===== config.mk =====
export PLATFORM = sky130hd
export DESIGN_NAME = echo_check
export DESIGN_NICKNAME = d
export VERILOG_FILES = /design/src/rtl/echo_check.sv
export SDC_FILE = /design/constraint.sdc
export NUM_CORES = 1
export LEC_CHECK = 0
export ABC_AREA = 1
export BUFFER_PORTS_ARGS = -buffer_cell sky130_fd_sc_hd__buf_2
export CAP_MARGIN = 20
export CORE_MARGIN = 10
export CORE_UTILIZATION = 57
export CTS_BUF_LIST = sky130_fd_sc_hd__clkbuf_2
export DETAILED_ROUTE_END_ITERATION = 6
export GPL_TIMING_DRIVEN = 0
export PLACE_DENSITY = 0.87
export RECOVER_POWER = 50
export SETUP_SLACK_MARGIN = 0.2
export SLEW_MARGIN = 20
export SYNTH_ARGS = -nofsm -noshare
export SYNTH_HDL_FRONTEND = slang
export SYNTH_SLANG_ARGS = --single-unit

===== constraint.sdc =====
create_clock -name clk -period 1.7 [get_ports clk]
set_input_delay 0.17 -clock clk [delete_from_list [all_inputs] [get_ports clk]]
set_output_delay 0.17 -clock clk [all_outputs]
set_load 0.005 [all_outputs]

===== src/rtl/echo_check.sv =====
module echo_check #(
  parameter int DMAX = 8,
  localparam int IDX_W = $clog2(DMAX + 4),
  localparam int NB_W = $clog2(DMAX + 1)
) (
  input  logic             clk,
  input  logic             rst_n,
  input  logic             bit_tick,
  input  logic             frame_start,
  input  logic             tx_line,
  input  logic             rx_line,
  input  logic             chk_en,
  input  logic             cfg_two_bit,
  input  logic [NB_W-1:0]  cfg_nbits,
  input  logic             cfg_parity,
  input  logic             cfg_stop2,
  input  logic             err_clr,
  output logic             err_pulse,
  output logic [IDX_W-1:0] err_idx,
  output logic             err_sticky
);

  logic [IDX_W-1:0] nb_eff, flen, cnt, pos_now, pos1, pos2, cmp_pos;
  logic act, v_now, v1, v2, d1, d2, cmp_v, cmp_b, miss;

  assign nb_eff  = (cfg_nbits > NB_W'(DMAX)) ? IDX_W'(DMAX) : IDX_W'(cfg_nbits);
  assign flen    = IDX_W'(1) + nb_eff + IDX_W'(cfg_parity) + (cfg_stop2 ? IDX_W'(2) : IDX_W'(1));
  assign v_now   = frame_start | (act & (cnt < flen));
  assign pos_now = frame_start ? '0 : cnt;

  assign cmp_v   = cfg_two_bit ? v2   : v1;
  assign cmp_b   = cfg_two_bit ? d2   : d1;
  assign cmp_pos = cfg_two_bit ? pos2 : pos1;
  assign miss    = bit_tick & chk_en & cmp_v & (rx_line != cmp_b);

  always_ff @(posedge clk or negedge rst_n) begin
    if (!rst_n) begin
      d1 <= 1'b1;
      d2 <= 1'b1;
      v1 <= 1'b0;
      v2 <= 1'b0;
      pos1 <= '0;
      pos2 <= '0;
      act <= 1'b0;
      cnt <= '0;
    end else if (bit_tick) begin
      d1 <= tx_line;
      d2 <= d1;
      v1 <= v_now;
      v2 <= v1;
      pos1 <= pos_now;
      pos2 <= pos1;
      act <= v_now;
      if (v_now) cnt <= pos_now + IDX_W'(1);
    end
  end

  always_ff @(posedge clk or negedge rst_n) begin
    if (!rst_n) begin
      err_pulse  <= 1'b0;
      err_idx    <= '0;
      err_sticky <= 1'b0;
    end else begin
      err_pulse  <= miss;
      if (miss) err_idx <= cmp_pos;
      err_sticky <= miss | (err_sticky & ~err_clr);
    end
  end

  p_pulse_on_tick_r6: assert property (@(posedge clk) disable iff (!rst_n)
    err_pulse |-> ($past(bit_tick) && $past(chk_en)));
  p_disabled_quiet_r8: assert property (@(posedge clk) disable iff (!rst_n)
    (!chk_en && !err_sticky) |=> !err_sticky);
  p_rise_needs_pulse_r7: assert property (@(posedge clk) disable iff (!rst_n)
    $rose(err_sticky) |-> err_pulse);
  p_clear_r7: assert property (@(posedge clk) disable iff (!rst_n)
    err_clr |=> (err_pulse || !err_sticky));
  p_pulse_sets_flag_r7: assert property (@(posedge clk) disable iff (!rst_n)
    err_pulse |-> err_sticky);
  p_idx_hold_r5: assert property (@(posedge clk) disable iff (!rst_n)
    !err_pulse |-> $stable(err_idx));
  p_idx_range_r5: assert property (@(posedge clk) disable iff (!rst_n)
    err_pulse |-> (err_idx < IDX_W'(DMAX + 4)));

endmodule


# After elaboration in Yosys (flattened, before gate mapping)
# Index checks and enable logic that the tools add are counted.
# word_totals
out_inout_bits	6
in_bits	15
reg_bits	22
# classes
n_eq_ne	1
mux	6
n_reduce_logical	1
order_cmp	2
add_sub_neg	4
bitwise	8
# op_table
cell	count
4-bit 2-to-1 mux	3
1-bit bitwise AND	5
1-bit by 4-bit adder with 4-bit output (first input constant)	1
4-bit by 1-bit adder with 4-bit output	1
4-bit by 1-bit adder with 4-bit output (second input constant)	1
4-bit by 2-bit adder with 4-bit output	1
4-bit greater-than comparator (second input constant)	1
4-bit less-than comparator	1
1-bit 2-to-1 mux	2
2-bit 2-to-1 mux	1
1-bit bitwise OR	2
2-bit AND reduction	1
1-bit inequality test	1
1-bit NOT	1

# Depth between registers and ports, before layout
# Gate-level depths: netlist of the first run.
# depth
word_depth	9
depth_mapped	16
ltp_nobuf	16

# Least setup slack after synthesis of the first run
# OpenSTA, ideal clock, no wires.
# synth_timing
path_type	input-to-reg
start	in cfg_nbits[1]
end	reg cnt[2]
setup_slack_ns	-0.386
arrival_time_ns	1.970
path_stages	15
cell_sequence	inv_1 > nor2_1 > ha_1 > ha_1 > nand3_1 > nand2_1 > xnor2_1 > ha_1 > nand2_1 > nor3b_1 > nand2_1 > nand2_1 > nand2_1 > nand2_1 > nand2_1
# synth_between
elab_chain_cells	9
# synth_lines
element	line_no	rtl
start, declared	14	input logic [NB_W-1:0] cfg_nbits,
4-bit greater-than comparator	26	assign nb_eff = (cfg_nbits > NB_W'(DMAX)) ? IDX_W'(DMAX) : IDX_W'(cfg_nbits);
4-bit 2-to-1 mux (*)	26	
1-bit by 4-bit adder with 4-bit output (*)	27	assign flen = IDX_W'(1) + nb_eff + IDX_W'(cfg_parity) + (cfg_stop2 ? IDX_W'(2) : IDX_W'(1));
4-bit by 1-bit adder with 4-bit output (*)	27	
4-bit by 2-bit adder with 4-bit output (*)	27	
4-bit less-than comparator (*)	28	assign v_now = frame_start | (act & (cnt < flen));
1-bit bitwise AND (*)	28	
1-bit bitwise OR (*)	28	
2-bit AND reduction (no line) (*)	-	
end signal, assigned	54	if (v_now) cnt <= pos_now + IDX_W'(1);
end, declared	23	logic [IDX_W-1:0] nb_eff, flen, cnt, pos_now, pos1, pos2, cmp_pos;
# Mark *: on every way between the ends. The rest lies on a longest branch, timed or not.
# A chain may end at the register's enable or synchronous reset.

# Worst setup path in the final report of the first run
# layout_timing
start	in cfg_nbits[3]
end	reg cnt[2]
# Same word-level chain as after synthesis.

==> results of run 1 <==
## layout make-up
cell class                 count  area [sq um]
timing repair buffer          22           150
fill                         127           414
buffer                         4          22.5
inverter                      24           103
sequential                    22           553
clock buffer                   3          15.0
clock inverter                 1          30.0
tap                           27          33.8
multi-input combinational    100           701
## worst max-delay path by stage
stage | start | to | slack, ns | cells past startpoint
6_report | cfg_nbits[3] | cnt[2] | -0.11 | 15
5_1_grt | cfg_parity | cnt[0] | -0.19 | 17
4_1_cts | cfg_stop2 | cnt[2] | -0.14 | 15
3_5_place_dp | cfg_nbits[1] | cnt[2] | -0.61 | 16
3_3_place_gp | cfg_nbits[1] | cnt[2] | -0.56 | 16
2_1_floorplan | cfg_nbits[1] | cnt[2] | -0.28 | 15
## report_power, final
| part | internal (uW) | switching (uW) | total (uW) |
|---|---|---|---|
| sequential | 625 | 73.9 | 699 |
| clock | 203 | 180 | 383 |
| combinational | 212 | 286 | 497 |
| total | 1040 | 540 | 1580 |
## sequential cells by signal, summed over array words and instances, names as in the netlist
name and count:
v1 1, d2 1, pos1 4, err_sticky 1
d1 1, err_idx 4, cnt 4, err_pulse 1
v2 1, pos2 4
## routing by layer
metal	vias up	share of wire
met5	-	0
met4	0	0.034
met3	13	0.064
met2	55	0.53
met1	562	0.37
li1	525	-
## worst max-delay path, cell delays in order
cell,delay [ns]
buf_6,0.11
nor2_4,0.12
ha_4,0.23
ha_4,0.16
a21oi_2,0.16
nand2_2,0.08
xnor2_1,0.13
ha_1,0.29
nand2_1,0.07
nor3b_2,0.14
nand2_1,0.08
nand2_2,0.14
nand2_4,0.09
nand2_1,0.06
nand2_1,0.05
## through the flow
stage / area (sq um) / hold WS [ns] / cells
after detailed placement: 1410 / 0.162 / 196
after global placement: 1410 / 0.148 / 196
final: 1610 / 0.0326 / 203
after CTS: 1540 / 0.000379 / 202
after floorplan: 1280 / -0.126 / 150
after global routing: 1610 / 0.0291 / 203
## placed cells by master, fill, tap and decap left out, types with 2 or more instances in the layout
cell type	instances
inv_4	2
ha_4	6
nand3_2	2
dlygate4sd3_1	2
ha_1	3
inv_1	20
clkbuf_2	3
nand2_1	33
o21ai_0	12
buf_6	3
xnor2_1	3
dfrtp_1	20
dfstp_2	2
nand2_2	6
buf_4	3
clkbuf_1	3
nor2_1	10
nand3_1	5
a21oi_1	5
nand4_1	4
buf_2	14
## cells by family after synthesis
logic type	count (synthesis)	synth area share
AND/OR/NAND/NOR	65	0.225
XOR/XNOR	3	0.0212
buffers and inverters	28	0.0906
flip-flops	22	0.445
AO/OA/AOI/OAI	20	0.0926
multiplexers	1	0.00906
adder cells (fa/ha/maj)	11	0.117
## timing repair
| action | 4_1_cts | 5_1_grt |
|---|---|---|
| hold buffers | 1 | 1 |
| setup buffers | 1 | 0 |
| hold endpoints to repair | 20 | 1 |
| setup endpoints to repair | 5 | 6 |
| resized for setup | 15 | 14 |
| pin swaps | 11 | 18 |
==> reports/results.ini, run 1 <==
[global_routing]
top_usage_layer=met2
grt_max_degree=23
grt_use_met1=0.150
use_met3=0.0401
overflow=0
antenna_found_initial=0
gr-usage-met2=0.236
grt_first_pass_wirelength_mm=4.73
grtUsageTotal=0.137
grt_pass1_vias=1032

[pwr]
ir_worst_vdd_mv=0.697
p_leak_uw=0.000803
p_per_area_nw_per_um2=982
total_power_uw=1580

[clock_tree]
clock_sinks=22
cts_tree=built
cts_max_level=1
clk_pin_slew_ns=0.24
clock-root-buffer=clkbuf_2
cts_inserted_buffers=3
clock_latency_ns=0.36
clk_path_buf_depth=2

[place]
gp_congestion=0.887
dp_slack_ns=-0.614
hpwlAfterDp_mm=2.03
port_buffers=19

[timing]
skew_ns=0.0115
max_slew_margin=0.223
timing.final.ws_setup_ns=-0.111
finalSetupTns_ns=-0.490
finalMaxSlewViolations=0
hold_viol=0
max_freq_ghz=0.552
setup_viol=5
min_period_ns=1.81
max_slew.worst_pin.slew_ns=1.17
grt_setup_unrepaired=true
finalCritPeriodShare=1.07

[hold_path]
hold_class=primary input to register
min_from=tx_line
holdPathStages=2
hold_path_end=d1

[synthesis]
synth_edf_count=0
synth_largest_area_cell=dfrtp_1
synth_common_cells=39 x nand2_1, 24 x inv_1, 20 x dfrtp_1, 13 x o21ai_0, 11 x nor2_1
synth_seq_cells=22
syn_area_sq_um=1240
synthFlopType=dfrtp_1
synth_seq_area_share=0.445
synthCells=150
syn_avg_cell_area_sq_um=8.28
synth_nets=176
synth_top_area_frac=0.403
yosysMostFrequentCell=nand2_1
yosysWarnings=0
synth.distinct_cells=21
synth.top_cells.by_area=dfrtp_1 40%, nand2_1 12%, ha_1 10%, inv_1 7.3%, o21ai_0 5.2%
async_reset_ff_frac=1.00

[die]
start_util=0.614
chipWidth_um=66.7
die_h_um=66.7
pin_count=21
rows=16
design.core.area_sq_um=2020
die-area_sq_um=4450

[setup_path]
cp.arrival_ns=2.08
rr_worst_depth=8
crit_required_ns=1.97
critPathKind=primary input to register
endpoint_kind=register
ff2ff_setup_slack_ns=0.16
r2r_start=cnt[3]
r2r_end=cnt[2]
startpoint_type=primary input
critPathMaxFanout=5

[cells_and_area]
drive_above_1_share=0.313
n_antenna_cell=0
final_util=0.795
area_delta_synth_final_pct=29.4
fin_nets=203

[detailed_routing]
drtAntennaViolNets=0
finalWirelength_mm=3.55
wire_per_inst_um=17.5
drc=0
drt_iter0_markers=95
dr.pass1.iters=4
vias_per_cell=5.69
vias=1155

[flow_run]
maxCapViolCount=0

[run_status]
violations=setup timing
status=finished, violations left

Note: power is estimated with default switching activity, not from simulation.
==> run 2: changes to the inputs <==
--- a/config.mk
+++ b/config.mk
@@ -17,3 +17,3 @@
 export RECOVER_POWER = 50
-export SETUP_SLACK_MARGIN = 0.2
+export SETUP_SLACK_MARGIN = 0.02
 export SLEW_MARGIN = 20
==> constraint.sdc (replaced) <==
create_clock -name clk -period 1.7 [get_ports clk]
set_input_delay 0.255 -clock clk [delete_from_list [all_inputs] [get_ports clk]]
set_output_delay 0.255 -clock clk [all_outputs]
set_load 0.005 [all_outputs]
==> run 2 against run 1 <==
The flow still finishes with violations (setup timing). Flip-flop and latch count did not move. Via count is 2.3% lower. Clock skew fell by 0.0084 ns. Largest power group unchanged. Combinational power fell by 2%. Register-to-register slack improved by 0.02 ns. Cell area is 0.78% lower. Final cell count down 0.49%. Largest cell class unchanged. Wire length fell by 4.7%. Worst setup slack got worse by 0.082 ns. Power decreased by 1.0%. Critical endpoint is now cnt[3]. Non-clock buffer count shrank 1.
==> reports/results.ini, run 2 (synthesis gave the netlist of run 1 again) <==
[run_status]
status=finished, violations left
violations=setup timing

[setup_path]
startpoint_type=primary input
critPathMaxFanout=5  ; unchanged
cp.arrival_ns=2.17  ; +0.09 ns
crit_required_ns=1.97  ; about the same
endpoint_kind=register
critPathKind=primary input to register

[die]
die-area_sq_um=4450  ; unchanged
chipWidth_um=66.7  ; unchanged
rows=16  ; unchanged
start_util=0.614  ; unchanged
design.core.area_sq_um=2020  ; unchanged
pin_count=21  ; unchanged
die_h_um=66.7  ; unchanged

[timing]
finalSetupTns_ns=-0.929  ; -0.439 ns
max_freq_ghz=0.528  ; -4.3%
min_period_ns=1.89  ; +0.0816 ns
max_slew.worst_pin.slew_ns=1.17  ; +0.00140 ns
setup_viol=5  ; unchanged
finalMaxSlewViolations=0  ; unchanged
max_slew_margin=0.222  ; -0.000933
grt_setup_unrepaired=true
timing.final.ws_setup_ns=-0.193  ; -0.0816 ns
hold_viol=0  ; unchanged
finalCritPeriodShare=1.11  ; +0.0480
skew_ns=0.00310  ; -0.00839 ns

[global_routing]
antenna_found_initial=0  ; unchanged
grtUsageTotal=0.137  ; unchanged
grt_max_degree=23  ; unchanged
overflow=0  ; unchanged
grt_first_pass_wirelength_mm=4.73  ; unchanged
grt_pass1_vias=1032  ; unchanged

[clock_tree]
clk_path_buf_depth=2  ; unchanged
clock_latency_ns=0.35  ; about the same
cts_max_level=1  ; unchanged
clock-root-buffer=clkbuf_2
clock_sinks=22  ; unchanged
cts_inserted_buffers=3  ; unchanged
clk_pin_slew_ns=0.22  ; -0.02 ns
cts_tree=built

[hold_path]
hold_class=primary input to register

[cells_and_area]
drive_above_1_share=0.309  ; -0.00393
n_antenna_cell=0  ; unchanged
mostFrequentLayoutCells=33 x nand2_1, 20 x inv_1, 20 x dfrtp_1, 14 x buf_2, 12 x o21ai_0
area_delta_synth_final_pct=28.4
final_common_cell=nand2_1
final.fill_count=120  ; -5.5%
fin_nets=202  ; -0.49%
final_util=0.789  ; -0.00619
seq_area_sq_um=553  ; unchanged
multiInputGateArea_sq_um=698  ; -0.36%

[detailed_routing]
drc=0  ; unchanged
drt_iter0_markers=85  ; -11%
dr.pass1.iters=4  ; unchanged
vias_per_cell=5.58  ; -1.9%
finalWirelength_mm=3.39  ; -4.7%
vias=1128  ; -2.3%
wire_per_inst_um=16.8  ; -4.2%
drtAntennaViolNets=0  ; unchanged

[flow_run]
maxCapViolCount=0  ; unchanged

[place]
hpwlAfterDp_mm=2.03  ; unchanged
gp_congestion=0.887  ; unchanged
dp_slack_ns=-0.699  ; -0.0850 ns
port_buffers=19  ; unchanged

[pwr]
total_power_uw=1560  ; -1.0%
p_leak_uw=0.000797  ; -0.70%
p_per_area_nw_per_um2=980  ; -0.22%
ir_worst_vdd_mv=0.691  ; -0.98%

-- run 2: cell count changes in the layout (fill, tap and decap cells not counted) --
cell           change
dlygate4sd3_1      -1
or2_1              +1
or2_4              -1
-- run 2: final timing paths --
kind	startpoint	to	slack, ns	cells after the start
max reg2reg	cnt[3]	cnt[3]	0.18	8
min reg2reg	cnt[0]	cnt[0]	0.50	2
max	cfg_parity	cnt[3]	-0.19	16
max in group asynchronous	rst_n	cnt[3]	0.40	2
min	err_clr	err_sticky	0.08	2
min in group asynchronous	rst_n	err_idx[0]	0.62	2
-- run 2: cell type report --
cell class | instances | area share
clock buffer | 3 | 0.00941
inverter | 24 | 0.0643
tap | 27 | 0.0212
timing repair buffer | 21 | 0.0878
multi-input combinational | 100 | 0.438
clock inverter | 1 | 0.0188
sequential | 22 | 0.347
buffer | 4 | 0.0141
-- run 2: critical path: stages --
cell and delay, ns:
buf_6 0.08, inv_4 0.04, ha_4 0.27, inv_4 0.04
ha_4 0.14, fa_2 0.33, xnor2_1 0.20, ha_1 0.26
nand2_1 0.06, inv_1 0.03, nand2_1 0.05, nand2_1 0.06
nand2_2 0.14, nand2_4 0.09, nand2_2 0.06, nand2_1 0.05
-- run 2: metal layers --
metal,share of wire,GRT usage,wire length [um],vias to the layer above
met2,0.53,0.236,1790,33
met1,0.39,0.150,1320,556
met4,0.038,0.0602,129,0
met3,0.043,0.0401,145,15
met5,0,0,0,-
li1,-,-,-,524
-- run 2: report_power, final --
group / switching, uW / internal (uW) / leakage [uW]
logic: 279 / 208 / 0.000494
clock network: 177 / 203 / 0.0000266
registers: 71.3 / 625 / 0.000276
-- run 2: stage by stage --
stage	instance area (sq um)	std cells	hold slack (ns)
global placement	1410	196	0.233
CTS	1540	202	0.0854
detailed placement	1410	196	0.247
global route	1600	202	0.0536
floorplan	1280	150	-0.0406
finish	1600	202	0.0824
-- run 2: timing repair --
action / in CTS / in global routing
gates resized for setup: 15 / 13
endpoints found under the setup margin: 5 / 5
endpoints found under the hold margin: 20 / 0
setup buffers: 1 / 0
pin swaps: 11 / 18
hold buffers: 1 / 0
